### src/rtl/poh_pkg.sv
// Package: shared widths and position codes for the path-overhead block.
// Assumes codes 0..NUM_POH-1 name overhead bytes; higher codes are unused.
package poh_pkg;
    localparam int BYTE_W  = 8;
    localparam int IDX_W   = 4;
    localparam int NUM_POH = 9;

    typedef enum logic [IDX_W-1:0] {
        POS_J1 = 4'd0, POS_B3 = 4'd1, POS_C2 = 4'd2,
        POS_G1 = 4'd3, POS_F2 = 4'd4, POS_H4 = 4'd5,
        POS_Z3 = 4'd6, POS_Z4 = 4'd7, POS_Z5 = 4'd8
    } poh_pos_e;

    typedef struct packed {
        logic clk_loss;
        logic j1_loss;
        logic lop;
        logic path_ais;
        logic oh_ais;
        logic lead_stat;
        logic lead_ais;
    } poh_alarms_t;
endpackage

### src/rtl/poh_inhibit.sv
// Module: combines the global disable and the mode-qualified alarm set
// into the global inhibit and the C2/J1 inhibit. Purely combinational;
// assumes alarms are already synchronous to clk.
module poh_inhibit
    import poh_pkg::*;
(
    input  logic        glob_en_n,
    input  logic        ptr_trk_en,
    input  logic        ais_src_sel,
    input  poh_alarms_t alm,
    output logic        inh_all,
    output logic        inh_c2j1
);
    logic ptr_term;
    logic ais_term;

    // Mode-dependent alarm selection and the final OR.
    always_comb begin
        inh_all  = ~glob_en_n;
        ptr_term = ptr_trk_en ? (alm.lop | alm.path_ais) : alm.j1_loss;
        ais_term = ais_src_sel ? (alm.lead_stat | alm.lead_ais) : alm.oh_ais;
        inh_c2j1 = inh_all | alm.clk_loss | ptr_term | ais_term;
    end
endmodule

### src/rtl/poh_capture_bank.sv
// Module: nine processor-readable capture registers plus the registered
// external overhead output. Assumes in_pos outside 0..N-1 marks no byte.
// Global inhibit clears the bank and suppresses the output strobe.
module poh_capture_bank
    import poh_pkg::*;
#(
    parameter int N  = NUM_POH,
    parameter int BW = BYTE_W,
    parameter int IW = IDX_W
) (
    input  logic          clk,
    input  logic          rst_n,
    input  logic          inh_all,
    input  logic [BW-1:0] in_byte,
    input  logic          in_vld,
    input  logic [IW-1:0] in_pos,
    input  logic [IW-1:0] rd_addr,
    output logic [BW-1:0] rd_data,
    output logic          oh_vld,
    output logic [IW-1:0] oh_idx,
    output logic [BW-1:0] oh_byte
);
    localparam logic [IW-1:0] LAST = IW'(N - 1);

    logic          accept;
    logic [BW-1:0] cap_q [N];

    // Qualify a byte for capture.
    always_comb accept = in_vld && (in_pos <= LAST) && !inh_all;

    for (genvar g = 0; g < N; g++) begin : g_cap
        // Per-position capture register, cleared by reset or global inhibit.
        always_ff @(posedge clk) begin
            if (!rst_n || inh_all)
                cap_q[g] <= '0;
            else if (accept && in_pos == IW'(g))
                cap_q[g] <= in_byte;
        end
    end

    // Register the external overhead output.
    always_ff @(posedge clk) begin
        if (!rst_n) begin
            oh_vld  <= 1'b0;
            oh_idx  <= '0;
            oh_byte <= '0;
        end else begin
            oh_vld <= accept;
            if (accept) begin
                oh_idx  <= in_pos;
                oh_byte <= in_byte;
            end
        end
    end

    // Combinational processor read mux.
    always_comb begin
        rd_data = '0;
        for (int k = 0; k < N; k++)
            if (rd_addr == IW'(k)) rd_data = cap_q[k];
    end
endmodule

### src/rtl/poh_c2j1_proc.sv
// Module: C2/J1 processing registers. Held at zero while inhibited;
// re-armed only by the first J1 byte after the inhibit clears.
module poh_c2j1_proc
    import poh_pkg::*;
#(
    parameter int BW = BYTE_W,
    parameter int IW = IDX_W
) (
    input  logic          clk,
    input  logic          rst_n,
    input  logic          inh_c2j1,
    input  logic [BW-1:0] in_byte,
    input  logic          in_vld,
    input  logic [IW-1:0] in_pos,
    output logic [BW-1:0] c2_work,
    output logic [BW-1:0] j1_work
);
    logic armed_q;

    // Arm on frame start, hold reset values while inhibited.
    always_ff @(posedge clk) begin
        if (!rst_n || inh_c2j1) begin
            armed_q <= 1'b0;
            c2_work <= '0;
            j1_work <= '0;
        end else if (in_vld && in_pos == POS_J1) begin
            armed_q <= 1'b1;
            j1_work <= in_byte;
        end else if (in_vld && in_pos == POS_C2 && armed_q) begin
            c2_work <= in_byte;
        end
    end
endmodule

### src/rtl/poh_overhead_top.sv
// Top: path-overhead capture with mode-dependent processing inhibit.
// Assumes one byte per cycle at most and synchronous alarm inputs.
module poh_overhead_top
    import poh_pkg::*;
(
    input  logic       clk,
    input  logic       rst_n,
    input  logic [7:0] in_byte,
    input  logic       in_vld,
    input  logic [3:0] in_pos,
    input  logic       glob_en_n,
    input  logic       ptr_trk_en,
    input  logic       ais_src_sel,
    input  logic       alm_clk_loss,
    input  logic       alm_j1_loss,
    input  logic       alm_lop,
    input  logic       alm_path_ais,
    input  logic       alm_oh_ais,
    input  logic       alm_lead_stat,
    input  logic       alm_lead_ais,
    input  logic [3:0] rd_addr,
    output logic [7:0] rd_data,
    output logic       oh_vld,
    output logic [3:0] oh_idx,
    output logic [7:0] oh_byte,
    output logic       inh_all,
    output logic       inh_c2j1,
    output logic [7:0] c2_work,
    output logic [7:0] j1_work
);
    poh_alarms_t alm;

    // Bundle the alarm pins.
    always_comb alm = '{clk_loss: alm_clk_loss, j1_loss: alm_j1_loss,
                        lop: alm_lop, path_ais: alm_path_ais,
                        oh_ais: alm_oh_ais, lead_stat: alm_lead_stat,
                        lead_ais: alm_lead_ais};

    poh_inhibit u_inh (
        .glob_en_n(glob_en_n), .ptr_trk_en(ptr_trk_en),
        .ais_src_sel(ais_src_sel), .alm(alm),
        .inh_all(inh_all), .inh_c2j1(inh_c2j1)
    );

    poh_capture_bank u_bank (
        .clk(clk), .rst_n(rst_n), .inh_all(inh_all),
        .in_byte(in_byte), .in_vld(in_vld), .in_pos(in_pos),
        .rd_addr(rd_addr), .rd_data(rd_data),
        .oh_vld(oh_vld), .oh_idx(oh_idx), .oh_byte(oh_byte)
    );

    poh_c2j1_proc u_proc (
        .clk(clk), .rst_n(rst_n), .inh_c2j1(inh_c2j1),
        .in_byte(in_byte), .in_vld(in_vld), .in_pos(in_pos),
        .c2_work(c2_work), .j1_work(j1_work)
    );
endmodule

### config.mk
export PLATFORM = sky130hd
export DESIGN_NAME = poh_overhead_top
export DESIGN_NICKNAME = d
export VERILOG_FILES = /design/src/rtl/poh_pkg.sv /design/src/rtl/poh_inhibit.sv /design/src/rtl/poh_capture_bank.sv /design/src/rtl/poh_c2j1_proc.sv /design/src/rtl/poh_overhead_top.sv
export SDC_FILE = /design/constraint.sdc
export NUM_CORES = 1
export LEC_CHECK = 0
export BUFFER_PORTS_ARGS = -buffer_cell sky130_fd_sc_hd__buf_2
export CORE_MARGIN = 10
export CORE_UTILIZATION = 55
export CTS_CLUSTER_SIZE = 30
export DETAILED_ROUTE_END_ITERATION = 12
export PLACE_DENSITY = 0.73
export SLEW_MARGIN = 5
export SYNTH_ARGS = -nofsm -noshare
export SYNTH_HDL_FRONTEND = slang
export SYNTH_SLANG_ARGS = --single-unit
### constraint.sdc
create_clock -name clk -period 2.4 [get_ports clk]
set_input_delay 0.36 -clock clk [delete_from_list [all_inputs] [get_ports clk]]
set_output_delay 0.36 -clock clk [all_outputs]
set_load 0.03 [all_outputs]
**Word level (Yosys, flattened, before mapping)**

Memories as Yosys holds them, arrays and structs flattened.
Cells that the tools add are included.

- Latch bits: 0
- Bits in read-only memories: 0
- Flip-flop bits (word level): 30
- Memories kept: 1
- Memory bits (writable): 72
- Output and inout port bits: 39

Memory list:

| memory | depth | width | rd ports | clocked after Yosys merged registers in | wr ports | line | text |
|---|---|---|---|---|---|---|---|
| u_bank.cap_q | 9 | 8 | 9 | 0 | 9 | poh_capture_bank.sv:26 | `logic [BW-1:0] cap_q [N];` |

- Shifts and indexed selects: 0
- Div/mod/pow operators: 0
- Muxes and demuxes: 49
- Eq/ne operators: 16
- Bitwise operators: 16
- Magnitude comparators: 1
- Add/subtract/negate cells: 0
- $mul: 0
- Reductions and logical operators: 20

Operators by type and width:

| cell | number |
|---|---|
| two-way mux 8 bit | 18 |
| == test 4 x 3 -> 1 bit (second input constant) | 8 |
| two-way mux 1 bit | 31 |
| == test 4 x 2 -> 1 bit (second input constant) | 4 |
| logical AND 1 bit | 14 |
| bitwise OR 1 bit | 14 |
| == test 4 x 1 -> 1 bit (second input constant) | 2 |
| == test 4 bit (second input constant) | 2 |
| zero test 4 bit | 2 |
| less-or-equal comparator 4 bit (second input constant) | 1 |
| logical OR 1 bit | 2 |
| NOT 1 bit | 2 |
| AND reduction 2 bit | 1 |
| zero test 1 bit | 1 |

**Longest topological paths before layout**

Gate-level depths: netlist (run 1).

- Word-level depth: 10
- Mapped depth: 6
- Mapped depth without buffers: 3

**Modules after synthesis**

From an unflattened synthesis (run 1), not the netlist that was laid out.

- Cells, all modules: 401
- Area, all modules: 4,511.8 µm²

Modules (own cells, without submodules):

| module | area an instance (µm²) | times used | cells an instance |
|---|---|---|---|
| poh_capture_bank | 3,802.4 | 1 | 327 |
| poh_c2j1_proc | 673.1 | 1 | 66 |
| poh_inhibit | 36.3 | 1 | 8 |

**Worst setup path before layout (run 1)**

Ideal clock, no wire load.

- Kind: in2reg
- From: input in_pos[2]
- To: memory u_bank.cap_q[0][0] in the netlist's numbering, enable pin
- Buffers on the path: 2
- Setup slack: 0.434 ns
- Library setup time: 0.374 ns
- Data arrival time: 1.592 ns
- Required time: 2.026 ns
- Stages on the path: 4
- Cells stage by stage: buf_2 or4_1 buf_2 o21ai_1

RTL lines:

| element | line | text |
|---|---|---|
| start: declaration | poh_overhead_top.sv:10 | `input logic [3:0] in_pos,` |
| end: declaration | poh_capture_bank.sv:26 |  |

**Worst setup path in the final report (run 1)**

- From: input rd_addr[2]
- To: output rd_data[5]

- Word-level cells in the longest chain between the ends: 10
- Elaborated cells on any way between the ends: 18

RTL lines:

| element | line | text |
|---|---|---|
| start: declaration | poh_overhead_top.sv:21 | `input logic [3:0] rd_addr,` |
| zero test 4 bit | poh_capture_bank.sv:60 | `if (rd_addr == IW'(k)) rd_data = cap_q[k];` |
| two-way mux 8 bit (8 in a row) | poh_capture_bank.sv:60 |  |
| two-way mux 8 bit (*) | poh_capture_bank.sv:60 |  |
| end: declaration | poh_overhead_top.sv:22 | `output logic [7:0] rd_data,` |

Mark *: on every way between the ends. The rest lies on a longest branch, timed or not.

==> results of run 1 <==
-- cell type report --
class | instances | area [sq um] | area share [%]
Timing Repair Buffer | 82 | 460 | 8.42
Clock buffer | 9 | 124 | 2.27
Sequential cell | 102 | 2760 | 50.5
Multi-Input combinational cell | 284 | 1820 | 33.4
Tap cell | 108 | 135 | 2.47
Inverter | 19 | 71.3 | 1.30
Clock inverter | 6 | 87.6 | 1.60
-- flip-flops by register name, summed over array words and instances (netlist names) --
name            flops
u_bank.cap_q       72
u_proc.armed_q      1
u_proc.j1_work      8
u_bank.oh_idx       4
u_bank.oh_vld       1
u_proc.c2_work      8
u_bank.oh_byte      8
-- metal layers --
metal,wire (um),track usage [%],vias up
met3,1090,5.93,26
met1,5120,23.7,1719
met4,379,8.97,0
met2,5550,29.2,170
li1,-,-,1743
met5,0,0,-
-- power by group through the flow --
stage               clock network, uW  registers, uW  logic, uW
floorplan                           0           2020        247
global placement                    0           2020        386
detailed placement                  0           2020        392
CTS                              1170           1980        394
global route                     1250           1990        429
finish                           1150           1980        395
-- synthesized netlist by cell type (all sizes together) (3+ instances only) --
library cell | number | area, sq um
nand3 | 18 | 90.1
a221o | 8 | 80.1
nor4 | 10 | 77.6
a2111oi | 16 | 205
or4bb | 5 | 56.3
inv | 19 | 71.3
nor2 | 62 | 240
mux2i | 24 | 240
a21oi | 29 | 149
nand4bb | 4 | 45.0
a211oi | 8 | 60.1
o221ai | 8 | 70.1
buf | 24 | 128
o21ai | 23 | 115
edfxtp | 72 | 2160
dfxtp | 30 | 601
nand2 | 36 | 135
nand2b | 3 | 21.3
clkbuf | 9 | 33.8
and2 | 10 | 62.6
-- through the flow --
step | utilization [%] | setup WS, ns
after floorplan | - | 0.434
after global placement | 60.8 | 0.344
after detailed placement | 60.8 | 0.222
after CTS | 63.3 | 0.218
after global routing | 63.3 | 0.0843
final | 63.3 | 0.195
-- worst register-to-register path: cells and delay by family (launching register included) --
kind / cells / cell delay, ns
flip-flops: 1 / 0.38
AND/OR/NAND/NOR: 2 / 0.49
AO/OA/AOI/OAI: 1 / 0.34
-- worst paths after layout --
kind                                  startpoint                             end  cells past startpoint
setup reg to reg     u_proc.armed_q$_SDFFE_PP0P_  u_proc.c2_work[3]$_SDFFE_PP0P_                      3
hold / removal                        in_byte[0]  u_proc.c2_work[0]$_SDFFE_PP0P_                      3
hold reg to reg   u_bank.oh_byte[2]$_SDFFE_PN0P_  u_bank.oh_byte[2]$_SDFFE_PN0P_                      2
setup / recovery                      rd_addr[2]                      rd_data[5]                      5
-- cells in the final DEF, fill, tap and decap left out, types with 10 or more instances in the layout --
cell,n
a21oi_1,28
and2_1,10
buf_2,67
buf_4,14
dfxtp_1,30
edfxtp_1,72
inv_1,19
mux2i_1,24
nand2_1,36
nand3_1,18
nor2_1,61
o21ai_1,19
-- cells by family after synthesis --
kind of cell	Yosys count	share of synthesized area [%]
muxes	24	4.98
DFF	102	57.3
and+or+nand+nor	166	18.4
AOI/OAI and AO/OA	94	14.4
buffers and inverters	52	4.83
==> flow_summary.toml, run 1 <==
[sta]
setup_violations = 0
rsz0062_at_grt = "no"
fin_tns_setup_ns = 0
holdWs_ns = 0.338
drv_slew = 0
fin_skew_ns = 0.00212
relSlewSlack_pct = 65.3
min_period_ns = 2.20
hold_violations = 0
worst_pin_slew_ns = 0.516
min_period_over_period_pct = 91.9
max_freq_mhz = 454

[worst_setup_path]
critPathMaxStageDelay_ns = 0.44
arrival_ns = 1.84
path_cells = "buf_2 -> or2_0 -> o221ai_1 -> a221o_1 -> buf_2"
crit_buf_inv = 2
criticalPathCategory = "primary input to output port"
crit_top_cell = "buf_2"
cp-start-kind = "primary input"
crit_family = "compound AO/OA/AOI/OAI gates"
reg2reg_slack_ns = 1.08
cp_data_required_time_ns = 2.04
cp_max_fo = 20
worst_setup_path_end_kind = "output port"
worst_path_max_delay_cell = "or2_0"

[detailed_routing]
drc = 0
drt-initial-drc-count = 305
vias_per_cell = 6.00
drtAntennaViolNets = 0
drt_wl_total_mm = 12.1
dr_total_vias = 3658
dr.pass1.iters = 5
wire_per_inst_um = 19.9

[status]
status = "finished clean"

[floorplan]
dieArea_sq_um = 12900
die_w_um = 114
initial_core_util_pct = 55.8
num_rows = 34
io_pins = 68
die_height_um = 114
core_area_sq_um = 8640

[layout]
finalNonFillerCells = 610
syn2layout_area_growth_pct = 13.4
final_area_sq_um = 5470
antenna_cells = 0
filler_cell_count = 681
finalNetCount = 527
drive_above_1_share_pct = 22.1

[clock_tree]
numCtsBuffers = 9
path_clk_slew_ns = 0.09
post-cts-setup-buffers = 0
clockBufferDepth = 2
cts_resized = 0
clock_sinks = 102
hold_buffers = 0
cts_tree = "done"
clock_latency_ns = 0.37
clockRootBuffer = "clkbuf_8"
h-tree-depth = 3

[pwr]
pwr-share-seq_pct = 56.1
power.total_uw = 3530
ir_drop_uv = 338
pwr_density_cell_nw_per_um2 = 645
sw_frac_of_total_pct = 24.8
p_leak_uw = 0.00206
power_switching_uw = 876
p_clk_share_pct = 32.7
p_comb_share_pct = 11.2
p_int_uw = 2650

[grt]
antenna_found_initial = 0
grt_max_degree = 33
grt_pass1_wl_mm = 19.3
grt_pass1_vias = 3662
grtUsageTotal_pct = 18.9
grt_overflow = 0

[placed_design]
dpl.hpwl_mm = 8.81
port_buffers = 67
place_area_sq_um = 5250
globalplace.congestion = 0.938
numPlacedInstances = 595

[synthesis]
syn_area_sq_um = 4820
synth_edf_count = 72
ys_warn_count = 0
syn_nets = 467
synth-async-reset-ratio_pct = 0
ys_ff_latch = 102
yosysSeqAreaShare_pct = 57.3
post_synth.cell_area_avg_sq_um = 11.0
synthCells = 438
yosysUniqueCellTypes = 45
synth_ff_type = "edfxtp_1"

[min_path]
min_path_type = "primary input to flip-flop"

[run]
drv_cap = 0
Note: power is estimated with default switching activity, not from simulation.
==> inputs of run 2 (changes only) <==
- MAX_ROUTING_LAYER: default -> met4
==> flow_summary.toml, run 2 (synthesized netlist as in run 1, its figures left out) <==
[status]
status = "finished clean"

[detailed_routing]
drc = 0
dr_total_vias = 3642
drt_wl_total_mm = 12.0
vias_per_cell = 5.96
dr.pass1.iters = 5
drtAntennaViolNets = 0
drt-initial-drc-count = 306
wire_per_inst_um = 19.7

[clock_tree]
post-cts-setup-buffers = 0
cts_resized = 0
numCtsBuffers = 9
clock_sinks = 102
path_clk_slew_ns = 0.10
h-tree-depth = 3
clockBufferDepth = 2
cts_tree = "done"
hold_buffers = 0
clockRootBuffer = "clkbuf_8"
clock_latency_ns = 0.36

[placed_design]
globalplace.congestion = 0.890
dpl.hpwl_mm = 8.91
port_buffers = 67

[sta]
drv_slew = 0
min_period_ns = 2.13
hold_violations = 0
fin_skew_ns = 0.00167
worst_pin_slew_ns = 0.517
min_period_over_period_pct = 88.5
max_freq_mhz = 471
relSlewSlack_pct = 65.3
rsz0062_at_grt = "no"
fin_tns_setup_ns = 0
setup_violations = 0

[grt]
antenna_found_initial = 0
grt_pass1_wl_mm = 18.9
grt_max_degree = 33
grtUsageMet3_pct = 3.41
top_usage_layer = "met2"
grt_overflow = 0
met2_usage_pct = 29.0
grtUsageMet1_pct = 25.0
grtUsageTotal_pct = 18.8
grt_pass1_vias = 3592

[worst_setup_path]
arrival_ns = 1.77
path_cells = "buf_2 -> or2_0 -> o221ai_1 -> a221o_1 -> buf_2"
criticalPathCategory = "primary input to output port"
cp-start-kind = "primary input"
crit_top_cell = "buf_2"
critPathMaxStageDelay_ns = 0.39
crit_family = "compound AO/OA/AOI/OAI gates"
worst_path_max_delay_cell = "or2_0"
cp_data_required_time_ns = 2.04
worst_setup_path_end_kind = "output port"
crit_buf_inv = 2
cp_max_fo = 20

[layout]
drive_above_1_share_pct = 22.5
layout_common_cells = "edfxtp_1, buf_2, nor2_1"
mostFrequentLayoutCell = "edfxtp_1"
fin_util_pct = 63.5
antenna_cells = 0
largest-register = "u_bank.cap_q"
syn2layout_area_growth_pct = 13.8
finalNetCount = 527
largest_register_ffs = 72

[floorplan]
initial_core_util_pct = 55.8
die_height_um = 114
core_area_sq_um = 8640
die_w_um = 114
io_pins = 68
num_rows = 34
dieArea_sq_um = 12900

[pwr]
p_leak_uw = 0.00208
pwr_density_cell_nw_per_um2 = 653
ir_drop_uv = 347
power.total_uw = 3580

[min_path]
min_path_type = "primary input to flip-flop"

[run]
drv_cap = 0
-- run 2: worst paths after layout --
check / depth (start not counted) / endpoint / startpoint / slack [ns]
hold / removal: 3 / u_proc.c2_work[7]$_SDFFE_PP0P_ / in_byte[7] / 0.35
hold reg to reg: 2 / u_bank.oh_byte[2]$_SDFFE_PN0P_ / u_bank.oh_byte[2]$_SDFFE_PN0P_ / 0.46
setup / recovery: 5 / rd_data[6] / rd_addr[2] / 0.27
setup reg to reg: 3 / u_proc.c2_work[2]$_SDFFE_PP0P_ / u_proc.armed_q$_SDFFE_PP0P_ / 1.07
-- run 2: layer usage --
layer / wire length (um) / vias up
met1: 5410 / 1718
met2: 5550 / 162
li1: - / 1748
met3: 872 / 14
met5: 0 / -
met4: 179 / 0
-- run 2: tightest hold or removal path, delay by kind of cell --
kind / cells / cell delay [ns]
buffers and inverters: 1 / 0.16
AND/OR/NAND/NOR: 1 / 0.08
AO/OA/AOI/OAI: 1 / 0.06
-- run 2: metrics by stage --
step                      instances  setup slack (ns)  area [sq um]  hold WS, ns
after global routing            611             0.168          5490        0.345
after floorplan                 438             0.434          4820        0.494
after CTS                       611             0.289          5490        0.327
after global placement          595             0.336          5250        0.441
after detailed placement        595             0.279          5250        0.453
final                           611             0.275          5490        0.351
-- run 2: power by group --
group / internal [uW] / total, uW / leakage (uW) / switching [uW]
clock: 595 / 1210 / 0.000119 / 612
combinational: 120 / 395 / 0.000937 / 275
sequential: 1950 / 1980 / 0.00103 / 27.4
total: 2670 / 3580 / 0.00208 / 914
-- run 2: area by class of cell --
type,instances,area (sq um)
clock buffers,11,163
clock inverters,5,70.1
fillers,700,3150
inverters,19,71.3
multi-input cells,284,1820
flip-flops and latches,102,2760
well taps,108,135
repair buffers,82,460
